==> src/rtl/rxf_pkg.sv <==
package rxf_pkg;

  localparam int unsigned OCT_W = 8;
  localparam logic [31:0] CRC_POLY = 32'hEDB88320;

  typedef enum logic [2:0] {
    KIND_NONE    = 3'd0,
    KIND_STATION = 3'd1,
    KIND_BCAST   = 3'd2,
    KIND_HASH    = 3'd3,
    KIND_PROMISC = 3'd4
  } match_kind_e;

  typedef struct packed {
    logic no_station;
    logic no_bcast;
    logic promisc;
  } mode_t;

  function automatic logic [31:0] crc_octet(input logic [31:0] c_in,
                                            input logic [OCT_W-1:0] d);
    logic [31:0] c;
    logic        fb;
    c = c_in;
    for (int i = 0; i < OCT_W; i++) begin
      fb = c[0] ^ d[i];
      c  = {1'b0, c[31:1]} ^ (fb ? CRC_POLY : 32'h0);
    end
    return c;
  endfunction

endpackage

==> src/rtl/rx_mode_reg.sv <==
module rx_mode_reg
  import rxf_pkg::*;
#(
  parameter int unsigned CFG_W = 16
) (
  input  logic             clk,
  input  logic             rst_n,
  input  logic             soft_rst,
  input  logic             stop_st,
  input  logic             susp_st,
  input  logic             wr_en,
  input  logic [CFG_W-1:0] wr_data,
  output mode_t            mode,
  output logic [CFG_W-1:0] rd_data
);
  localparam int unsigned MODE_W = $bits(mode_t);

  mode_t mode_q;
  logic  wr_ok;

  assign wr_ok = wr_en && (stop_st || susp_st);

  always_ff @(posedge clk or negedge rst_n) begin
    if (!rst_n) begin
      mode_q <= '0;
    end else if (soft_rst) begin
      mode_q <= '0;
    end else if (wr_ok) begin
      mode_q <= mode_t'(wr_data[MODE_W-1:0]);
    end
  end

  assign mode    = mode_q;
  assign rd_data = {{(CFG_W-MODE_W){1'b0}}, mode_q};
endmodule

==> src/rtl/rx_addr_collect.sv <==
module rx_addr_collect
  import rxf_pkg::*;
#(
  parameter int unsigned N_OCT = 6
) (
  input  logic                   clk,
  input  logic                   rst_n,
  input  logic                   in_valid,
  input  logic                   in_sof,
  input  logic [OCT_W-1:0]       in_data,
  output logic [N_OCT*OCT_W-1:0] addr,
  output logic [31:0]            crc,
  output logic                   done
);
  localparam int unsigned CNT_W = $clog2(N_OCT + 1);
  localparam logic [CNT_W-1:0] LAST = CNT_W'(N_OCT - 1);
  localparam logic [CNT_W-1:0] FULL = CNT_W'(N_OCT);

  logic [CNT_W-1:0]       cnt_q;
  logic [N_OCT*OCT_W-1:0] addr_q;
  logic [31:0]            crc_q;
  logic                   done_q;
  logic                   take;
  logic [CNT_W-1:0]       slot;

  assign take = in_valid && (in_sof || (cnt_q != '0 && cnt_q != FULL));
  assign slot = in_sof ? '0 : cnt_q;

  always_ff @(posedge clk or negedge rst_n) begin
    if (!rst_n) begin
      cnt_q  <= '0;
      crc_q  <= '1;
      done_q <= 1'b0;
    end else begin
      done_q <= take && (slot == LAST);
      if (take) begin
        cnt_q <= slot + 1'b1;
        crc_q <= crc_octet(in_sof ? 32'hFFFF_FFFF : crc_q, in_data);
      end
    end
  end

  for (genvar g = 0; g < N_OCT; g++) begin : g_oct
    always_ff @(posedge clk or negedge rst_n) begin
      if (!rst_n) begin
        addr_q[g*OCT_W +: OCT_W] <= '0;
      end else if (take && slot == CNT_W'(g)) begin
        addr_q[g*OCT_W +: OCT_W] <= in_data;
      end
    end
  end

  assign addr = addr_q;
  assign crc  = crc_q;
  assign done = done_q;
endmodule

==> src/rtl/rx_addr_decide.sv <==
module rx_addr_decide
  import rxf_pkg::*;
#(
  parameter int unsigned ADDR_W    = 48,
  parameter int unsigned HASH_BITS = 6
) (
  input  logic                    clk,
  input  logic                    rst_n,
  input  logic                    start,
  input  mode_t                   mode,
  input  logic [ADDR_W-1:0]       addr,
  input  logic [31:0]             crc,
  input  logic [ADDR_W-1:0]       sta_addr,
  input  logic [(1<<HASH_BITS)-1:0] laf,
  output logic                    out_valid,
  output logic                    out_accept,
  output match_kind_e             out_kind
);
  logic [HASH_BITS-1:0] hidx;
  logic                 is_group;
  logic                 is_bcast;
  logic                 is_own;
  logic                 hash_hit;
  match_kind_e          kind_d;

  assign hidx     = crc[31 -: HASH_BITS];
  assign is_group = addr[0];
  assign is_bcast = &addr;
  assign is_own   = (addr == sta_addr);
  assign hash_hit = laf[hidx];

  always_comb begin
    kind_d = KIND_NONE;
    if (mode.promisc) begin
      kind_d = KIND_PROMISC;
    end else if (!is_group) begin
      if (is_own && !mode.no_station) kind_d = KIND_STATION;
    end else if (is_bcast && !mode.no_bcast) begin
      kind_d = KIND_BCAST;
    end else if (hash_hit) begin
      kind_d = KIND_HASH;
    end
  end

  always_ff @(posedge clk or negedge rst_n) begin
    if (!rst_n) begin
      out_valid  <= 1'b0;
      out_accept <= 1'b0;
      out_kind   <= KIND_NONE;
    end else begin
      out_valid <= start;
      if (start) begin
        out_accept <= (kind_d != KIND_NONE);
        out_kind   <= kind_d;
      end
    end
  end
endmodule

==> src/rtl/rx_addr_filter.sv <==
module rx_addr_filter
  import rxf_pkg::*;
#(
  parameter int unsigned N_OCT     = 6,
  parameter int unsigned HASH_BITS = 6,
  parameter int unsigned CFG_W     = 16,
  localparam int unsigned ADDR_W   = N_OCT * OCT_W,
  localparam int unsigned LAF_W    = 1 << HASH_BITS
) (
  input  logic              clk,
  input  logic              rst_n,
  input  logic              soft_rst,
  input  logic              stop_st,
  input  logic              susp_st,
  input  logic              cfg_wr_en,
  input  logic [CFG_W-1:0]  cfg_wr_data,
  output logic [CFG_W-1:0]  cfg_rd_data,
  input  logic [ADDR_W-1:0] sta_addr,
  input  logic [LAF_W-1:0]  laf,
  input  logic              rx_valid,
  output logic              rx_ready,
  input  logic              rx_sof,
  input  logic [OCT_W-1:0]  rx_data,
  output logic              dec_valid,
  output logic              dec_accept,
  output logic [2:0]        dec_kind
);
  mode_t             mode;
  logic [ADDR_W-1:0] addr;
  logic [31:0]       crc;
  logic              done;
  match_kind_e       kind;

  assign rx_ready = 1'b1;

  rx_mode_reg #(.CFG_W(CFG_W)) mode_i (
    .clk     (clk),
    .rst_n   (rst_n),
    .soft_rst(soft_rst),
    .stop_st (stop_st),
    .susp_st (susp_st),
    .wr_en   (cfg_wr_en),
    .wr_data (cfg_wr_data),
    .mode    (mode),
    .rd_data (cfg_rd_data)
  );

  rx_addr_collect #(.N_OCT(N_OCT)) coll_i (
    .clk     (clk),
    .rst_n   (rst_n),
    .in_valid(rx_valid),
    .in_sof  (rx_sof),
    .in_data (rx_data),
    .addr    (addr),
    .crc     (crc),
    .done    (done)
  );

  rx_addr_decide #(.ADDR_W(ADDR_W), .HASH_BITS(HASH_BITS)) dec_i (
    .clk       (clk),
    .rst_n     (rst_n),
    .start     (done),
    .mode      (mode),
    .addr      (addr),
    .crc       (crc),
    .sta_addr  (sta_addr),
    .laf       (laf),
    .out_valid (dec_valid),
    .out_accept(dec_accept),
    .out_kind  (kind)
  );

  assign dec_kind = kind;
endmodule

==> config.mk <==
export PLATFORM = sky130hd
export DESIGN_NAME = rx_addr_filter
export DESIGN_NICKNAME = d
export VERILOG_FILES = /design/src/rtl/rxf_pkg.sv /design/src/rtl/rx_mode_reg.sv /design/src/rtl/rx_addr_collect.sv /design/src/rtl/rx_addr_decide.sv /design/src/rtl/rx_addr_filter.sv
export SDC_FILE = /design/constraint.sdc
export NUM_CORES = 1
export LEC_CHECK = 0
export CAP_MARGIN = 20
export CORE_AREA = 3 3 194 101
export CTS_CLUSTER_SIZE = 10
export DETAILED_ROUTE_END_ITERATION = 16
export DIE_AREA = 0 0 197 104
export DONT_BUFFER_PORTS = 1
export REMOVE_ABC_BUFFERS = 1
export SLEW_MARGIN = 20
export SYNTH_ARGS = -nofsm -noshare
export SYNTH_HDL_FRONTEND = slang
export SYNTH_SLANG_ARGS = --single-unit
==> constraint.sdc <==
create_clock -name clk -period 6.3 [get_ports clk]
set_input_delay 0.945 -clock clk [delete_from_list [all_inputs] [get_ports clk]]
set_output_delay 0.945 -clock clk [all_outputs]
set_load 0.03 [all_outputs]
# ---- After elaboration in Yosys (flattened, before gate mapping)
# Index checks and enable logic that the tools add are counted.
dict set report word_totals {
  mem_count 0
  inputBits 144
  latch_bits 0
  mem_bits_rw 0
  elab_cells 79
  romBits 0
  register_bits 92
}
dict set report op_classes {
  shift 0
  bitwise_logic 16
  n_reduce_logical 20
  n_mux 19
  n_eq_ne 7
  multipliers 0
  div 0
  magnitude_cmp 1
  n_addsub 1
}
# cell count
set ops {}
lappend ops {{$mux W32} 9}
lappend ops {{$xor A31 B32 Y32} 8}
lappend ops {{$eq A48 B48 Y1} 1}
lappend ops {{$reduce_and A48 Y1} 1}
lappend ops {{$mux W3} 6}
lappend ops {{$logic_and A1 B1 Y1} 11}
lappend ops {{$xor A1 B1 Y1} 8}
lappend ops {{$lt A6 B7 Y1 const B} 1}
lappend ops {{$bmux W1 S6} 1}
lappend ops {{$eq A3 B2 Y1 const B} 2}
lappend ops {{$eq A3 B3 Y1 const B} 2}
lappend ops {{$reduce_bool A3 Y1} 2}
lappend ops {{$add A3 B1 Y3 const B} 1}
lappend ops {{$eq A3 B1 Y1 const B} 1}
lappend ops {{$logic_not A3 Y1} 1}
lappend ops {{$ne A3 B3 Y1 const B} 1}
lappend ops {{$logic_not A1 Y1} 2}
lappend ops {{$logic_or A1 B1 Y1} 2}
lappend ops {{$mux W1} 2}
lappend ops {{$mux W2} 1}
lappend ops {{$reduce_bool A2 Y1} 1}

# ---- Longest topological paths before layout
dict set report depth {
  word_depth 25
  ltp_mapped 10
}

# ---- Hierarchy
# From an unflattened synthesis, not the netlist that was laid out.
dict set report hier_totals {
  cells_unflattened 589
  hier_area_um2 6333.6
}
# module seq_area_each_um2 area_per_inst_um2 cells_each instances
set by_module_without_submodules {}
lappend by_module_without_submodules {rx_addr_collect 2142.1 4583.1 402 1}
lappend by_module_without_submodules {rx_addr_decide 125.1 1465.2 155 1}
lappend by_module_without_submodules {rx_mode_reg 75.1 274.0 30 1}
lappend by_module_without_submodules {rx_addr_filter 0.0 11.3 2 1}

# ---- Worst setup path before layout
# Ideal clock, no wire load.
dict set report synth_timing {
  kind {input to register}
  from {input port rx_sof}
  to {register coll_i.addr_q[24] (netlist: coll_i.addr[24])}
  setup_time_ps 125
  path_stages 9
  n_path_buf 3
  t_arrival_ps 2811
  slack_ps 3364
  path_cell_list {buf_4 -> clkbuf_1 -> buf_1 -> nand2b_1 -> inv_1 -> ha_1 -> ha_1 -> nand2_1 -> mux2_2}
}
dict set report synth_via {
  elab_chain_cells 3
}
# element line
set synth_rtl {}
lappend synth_rtl {{from (decl)} rx_addr_filter.sv:22} ;# input logic rx_sof,
lappend synth_rtl {{$mux W3 / $logic_or A1 B1 Y1 (equally long branches)} {rx_addr_collect.sv:27, rx_addr_collect.sv:26}}
lappend synth_rtl {{$eq A3 B2 Y1 / $logic_and A1 B1 Y1 (equally long branches)} {rx_addr_collect.sv:47, rx_addr_collect.sv:26}}
lappend synth_rtl {{$logic_and A1 B1 Y1 (*)} rx_addr_collect.sv:47} ;# end else if (take && slot == CNT_W'(g)) begin
lappend synth_rtl {{to (signal, indexed assignment)} rx_addr_collect.sv:48} ;# addr_q[g*OCT_W +: OCT_W] <= in_data;
lappend synth_rtl {{to (decl)} rx_addr_collect.sv:20} ;# logic [N_OCT*OCT_W-1:0] addr_q;
# Mark *: on every way between the ends. The rest lies on a longest branch, timed or not.
# A chain may end at the register's enable or synchronous reset.

# ---- Worst setup path in the final report
dict set report layout_timing {
  from {register coll_i.crc_q[27] (netlist: coll_i.crc[27])}
  to {register dec_i.out_accept}
}
dict set report layout_via {
  elab_chain_cells 7
}
# element line
set layout_rtl {}
lappend layout_rtl {{from (decl)} rx_addr_collect.sv:21} ;# logic [31:0] crc_q;
lappend layout_rtl {{from (signal assigned)} rx_addr_collect.sv:38} ;# crc_q <= crc_octet(in_sof ? 32'hFFFF_FFFF : crc_q, in_data);
lappend layout_rtl {{$bmux W1 S6} rx_addr_decide.sv:30} ;# assign hash_hit = laf[hidx];
lappend layout_rtl {{$mux W1 (implied by the code)} rx_addr_decide.sv:30}
lappend layout_rtl {{$mux W2} rx_addr_decide.sv:40} ;# end else if (hash_hit) begin
lappend layout_rtl {{$mux W3} rx_addr_decide.sv:38} ;# end else if (is_bcast && !mode.no_bcast) begin
lappend layout_rtl {{$mux W3} rx_addr_decide.sv:36} ;# end else if (!is_group) begin
lappend layout_rtl {{$mux W3} rx_addr_decide.sv:34} ;# if (mode.promisc) begin
lappend layout_rtl {{$reduce_bool A3 Y1} rx_addr_decide.sv:53} ;# out_accept <= (kind_d != KIND_NONE);
lappend layout_rtl {{to (signal assigned)} rx_addr_decide.sv:53}
lappend layout_rtl {{to (decl)} rx_addr_decide.sv:16} ;# output logic out_accept,
# No other way between the ends. The select of a mux whose other input is x is not followed.

==> results.txt <==
----------------------------------------------------
[Status]
  Outcome ... finished, final reports clean

[Placed design]
  IO Port Bufs ... 0
  Detailed placement HPWL ... roughly 11 mm
  Routability congestion estimate ... 0.7781
  Post-detailed-placement cell area ... 5931 um^2

[STA]
  Pins Over Slew Limit ... 0
  Max-slew headroom at the worst pin ... 51.85%
  Share of the cycle needed by the critical path after routing ... 43.16%
  Post-layout min period ... 2.719 ns
  Number of endpoints failing setup at the final stage ... 0
  Slew at the pin closest to its max-slew limit ... 0.7171 ns
  Upper clock frequency limit ... 367.8 MHz
  Final TNS setup ... 0 ns
  Layout Skew ... 0.009072 ns
  Setup repair after global routing missed its margin ... no
  Count of final hold-check violations ... 0

[CTS]
  Buffer depth of the longest clock path ... 2
  # H-tree levels ... 3
  Number of sinks handled by clock tree synthesis ... 92
  Later-pin clock latency in the skew report ... 0.34 ns
  Root Driver ... clkbuf_16
  Number of setup buffers added after CTS ... 0
  Post-CTS Resized ... 0
  CTS buffer count ... 9
  CTS Hold Buffers Added ... 0
  CTS clock-pin slew for the worst setup and hold paths ... 0.07 ns
  Clock tree from TritonCTS ... built

[Route]
  Post-DRT Antenna Nets ... 0
  Number of vias per cell after detailed routing ... 4.950
  Routed WL ... between 10 and 15 mm
  Post-DR wirelength/cell ... 18.47 um
  DRC violations left ... 0
  Via total after detailed routing ... approximately 3900
  Initial DRC count ... ~270
  TritonRoute pass-1 iters ... 4

[Die]
  Width of the die ... 197 um
  Core Region ... 18130 um^2
  I/O pin cnt ... about 170
  Vertical die dimension ... 104 um
  Initial core utilization ... 31.85%
  FP Rows ... 35
  Die Footprint ... between 20000 and 25000 um^2

[GRT]
  Via count of the first global-routing pass ... 3859
  Global-route met2 utilization ... 22.58%
  Global-route usage over all layers ... 14.01%
  Antenna violations before repair ... 0
  Met1 usage ... 19.13%
  Met3 usage in global routing ... 3.042%
  Total overflow reported by the global router ... 0
  First-pass GRT wire length ... 22.27 mm
  Pin count of the biggest net entering global routing ... 93
  Most Used Layer, Global Route ... met2

[Finish]
  Ant. Diodes ... 0
  Proportion of layout cells with a drive suffix above 1 ... about a fifth
  Post-route design area ... 6247 um^2
  Nets ... just under 700
  Area Growth Syn to Fin ... 8.191%

[Power]
  Worst ir drop on vdd ... between 0.15 and 0.2 mV
  Leakage power ... 2.539 nW
  Pwr dens ... between 500 and 600 nW/um^2

[Synth]
  Most used standard cells in the synthesized netlist ... nand2_1, xnor2_1, dfrtp_1, mux2_2, nor2_1
  Predominant post-synthesis flop cell ... dfrtp_1
  Area leader, netlist ... dfrtp_1
  Yosys warning total ... 0
  Number of flops mapped to enable cells by yosys ... 0
  Sequential element share of the synthesized area ... 40.56%
  Top post-synthesis cells by area ... dfrtp_1, dfstp_2, xnor2_1
  Top-count cell post-synth ... nand2_1
  Share of synthesized registers carrying an async set or reset ... 100.0%
  Flip-flop and latch count after synthesis ... 92
  Mean area per synthesized cell ... 10.58 um^2
  Count of distinct cell types in the synthesized netlist ... 50
  Top cell type's share of synthesized area ... 26.00%
  Post-synthesis instance total ... 546
  Cell area after synthesis ... between 5000 and 6000 um^2

[Critical path]
  Worst endpoint data arrival time ... 2.94 ns
  Worst-path fanout max ... 19
  Path depth of the worst reg2reg path ... 6
  Critical Path End Type ... flip-flop
  Critical path class ... flip-flop to flip-flop
  Nature of the critical path startpoint ... flip-flop
  Required time at the endpoint of the critical path ... 6.52 ns

[Min path]
  Min-delay worst type ... input port to asynchronous set/reset pin

[Flow run]
  Max-cap violation count ... 0

----------------------------------------------------
metrics by stage:
stage / util (%) / instances / worst slack [ns] / power (W) / hold WS (ns)
floorplan: - / 521 / 1.055 / 0.002343 / 0.4205
global placement: 32.71 / 762 / 3.534 / 0.002585 / 0.4526
detailed placement: 32.71 / 762 / 3.508 / 0.002625 / 0.4525
CTS: 34.46 / 778 / 3.569 / 0.003210 / 0.2849
global route: 34.46 / 778 / 3.457 / 0.003410 / 0.2811
finish: 34.46 / 778 / 3.581 / 0.003175 / 0.3065
metal layers:
layer / up-vias / part of all wire (%)
li1: 1820 / -
met1: 1938 / 46
met2: 75 / 49
met3: 18 / 3.1
met4: 0 / 1.7
met5: - / 0
registers in the layout, indices dropped and copies added, names as in the netlist:
register          count
coll_i.addr          48
coll_i.cnt_q          3
coll_i.crc           32
coll_i.done           1
dec_i.out_accept      1
dec_i.out_kind        3
dec_i.out_valid       1
mode_i.mode           3
critical path, cell delays in order (launching register included):
cell and delay, ns:
dfstp_2 0.77, mux4_1 0.60, mux2_2 0.27, and3_1 0.17, o41a_1 0.47, a211oi_2 0.24, a211oi_1 0.07
final timing paths:
check                               start          endpoint  slack, ns
max                        coll_i.crc[27]  dec_i.out_accept       3.58
min                                 rst_n   coll_i.cnt_q[0]       0.31
max reg2reg                coll_i.crc[27]  dec_i.out_accept       3.58
min reg2reg                coll_i.crc[20]    coll_i.crc[20]       0.46
max in group asynchronous           rst_n    coll_i.crc[30]       5.76
min in group clk           coll_i.crc[20]    coll_i.crc[20]       0.46
cell type report:
type | count | area [um^2]
Tap cell | 240 | 300.3
Clock inverter | 5 | 63.81
Inverter | 14 | 52.55
Timing Repair Buffer | 1 | 7.507
Multi-Input combinational cell | 415 | 3228
Clock buffer | 11 | 252.7
Fill cell | 1812 | 11880
Sequential cell | 92 | 2342
placed cells by master, fill, tap and decap left out, drive strengths merged, types with 4 or more instances in the layout:
cell | synthesis | routed
xnor2 | 76 | 76
conb | 2 | 14
mux4 | 14 | 14
ha | 5 | 5
nand2b | 4 | 4
nand2 | 70 | 70
inv | 13 | 16
xor2 | 38 | 38
nand4 | 17 | 17
nor4 | 9 | 9
clkbuf | 15 | 11
dfrtp | 60 | 60
dfstp | 32 | 32
mux2 | 45 | 45
o21ai | 34 | 34
mux2i | 8 | 8
nand3 | 5 | 5
nor2 | 42 | 42
logic make-up after synthesis:
| group | Yosys count | synth area share [%] |
|---|---|---|
| compound gates | 56 | 6.002 |
| xor+xnor | 117 | 19.63 |
| fa+ha+maj | 5 | 1.083 |
| buf+inv | 51 | 4.550 |
| flops | 92 | 40.56 |
| mux | 67 | 16.01 |
| other cells | 2 | 0.1301 |
| simple gates | 156 | 12.03 |
where the power goes:
group	switching [W]	internal, W	total [W]
sequential	0.000307	0.000934	0.00124
clock	0.000240	0.000334	0.000574
combinational	0.000611	0.000748	0.00136
total	0.00116	0.00202	0.00317
Power figures use the tool's default switching activity.
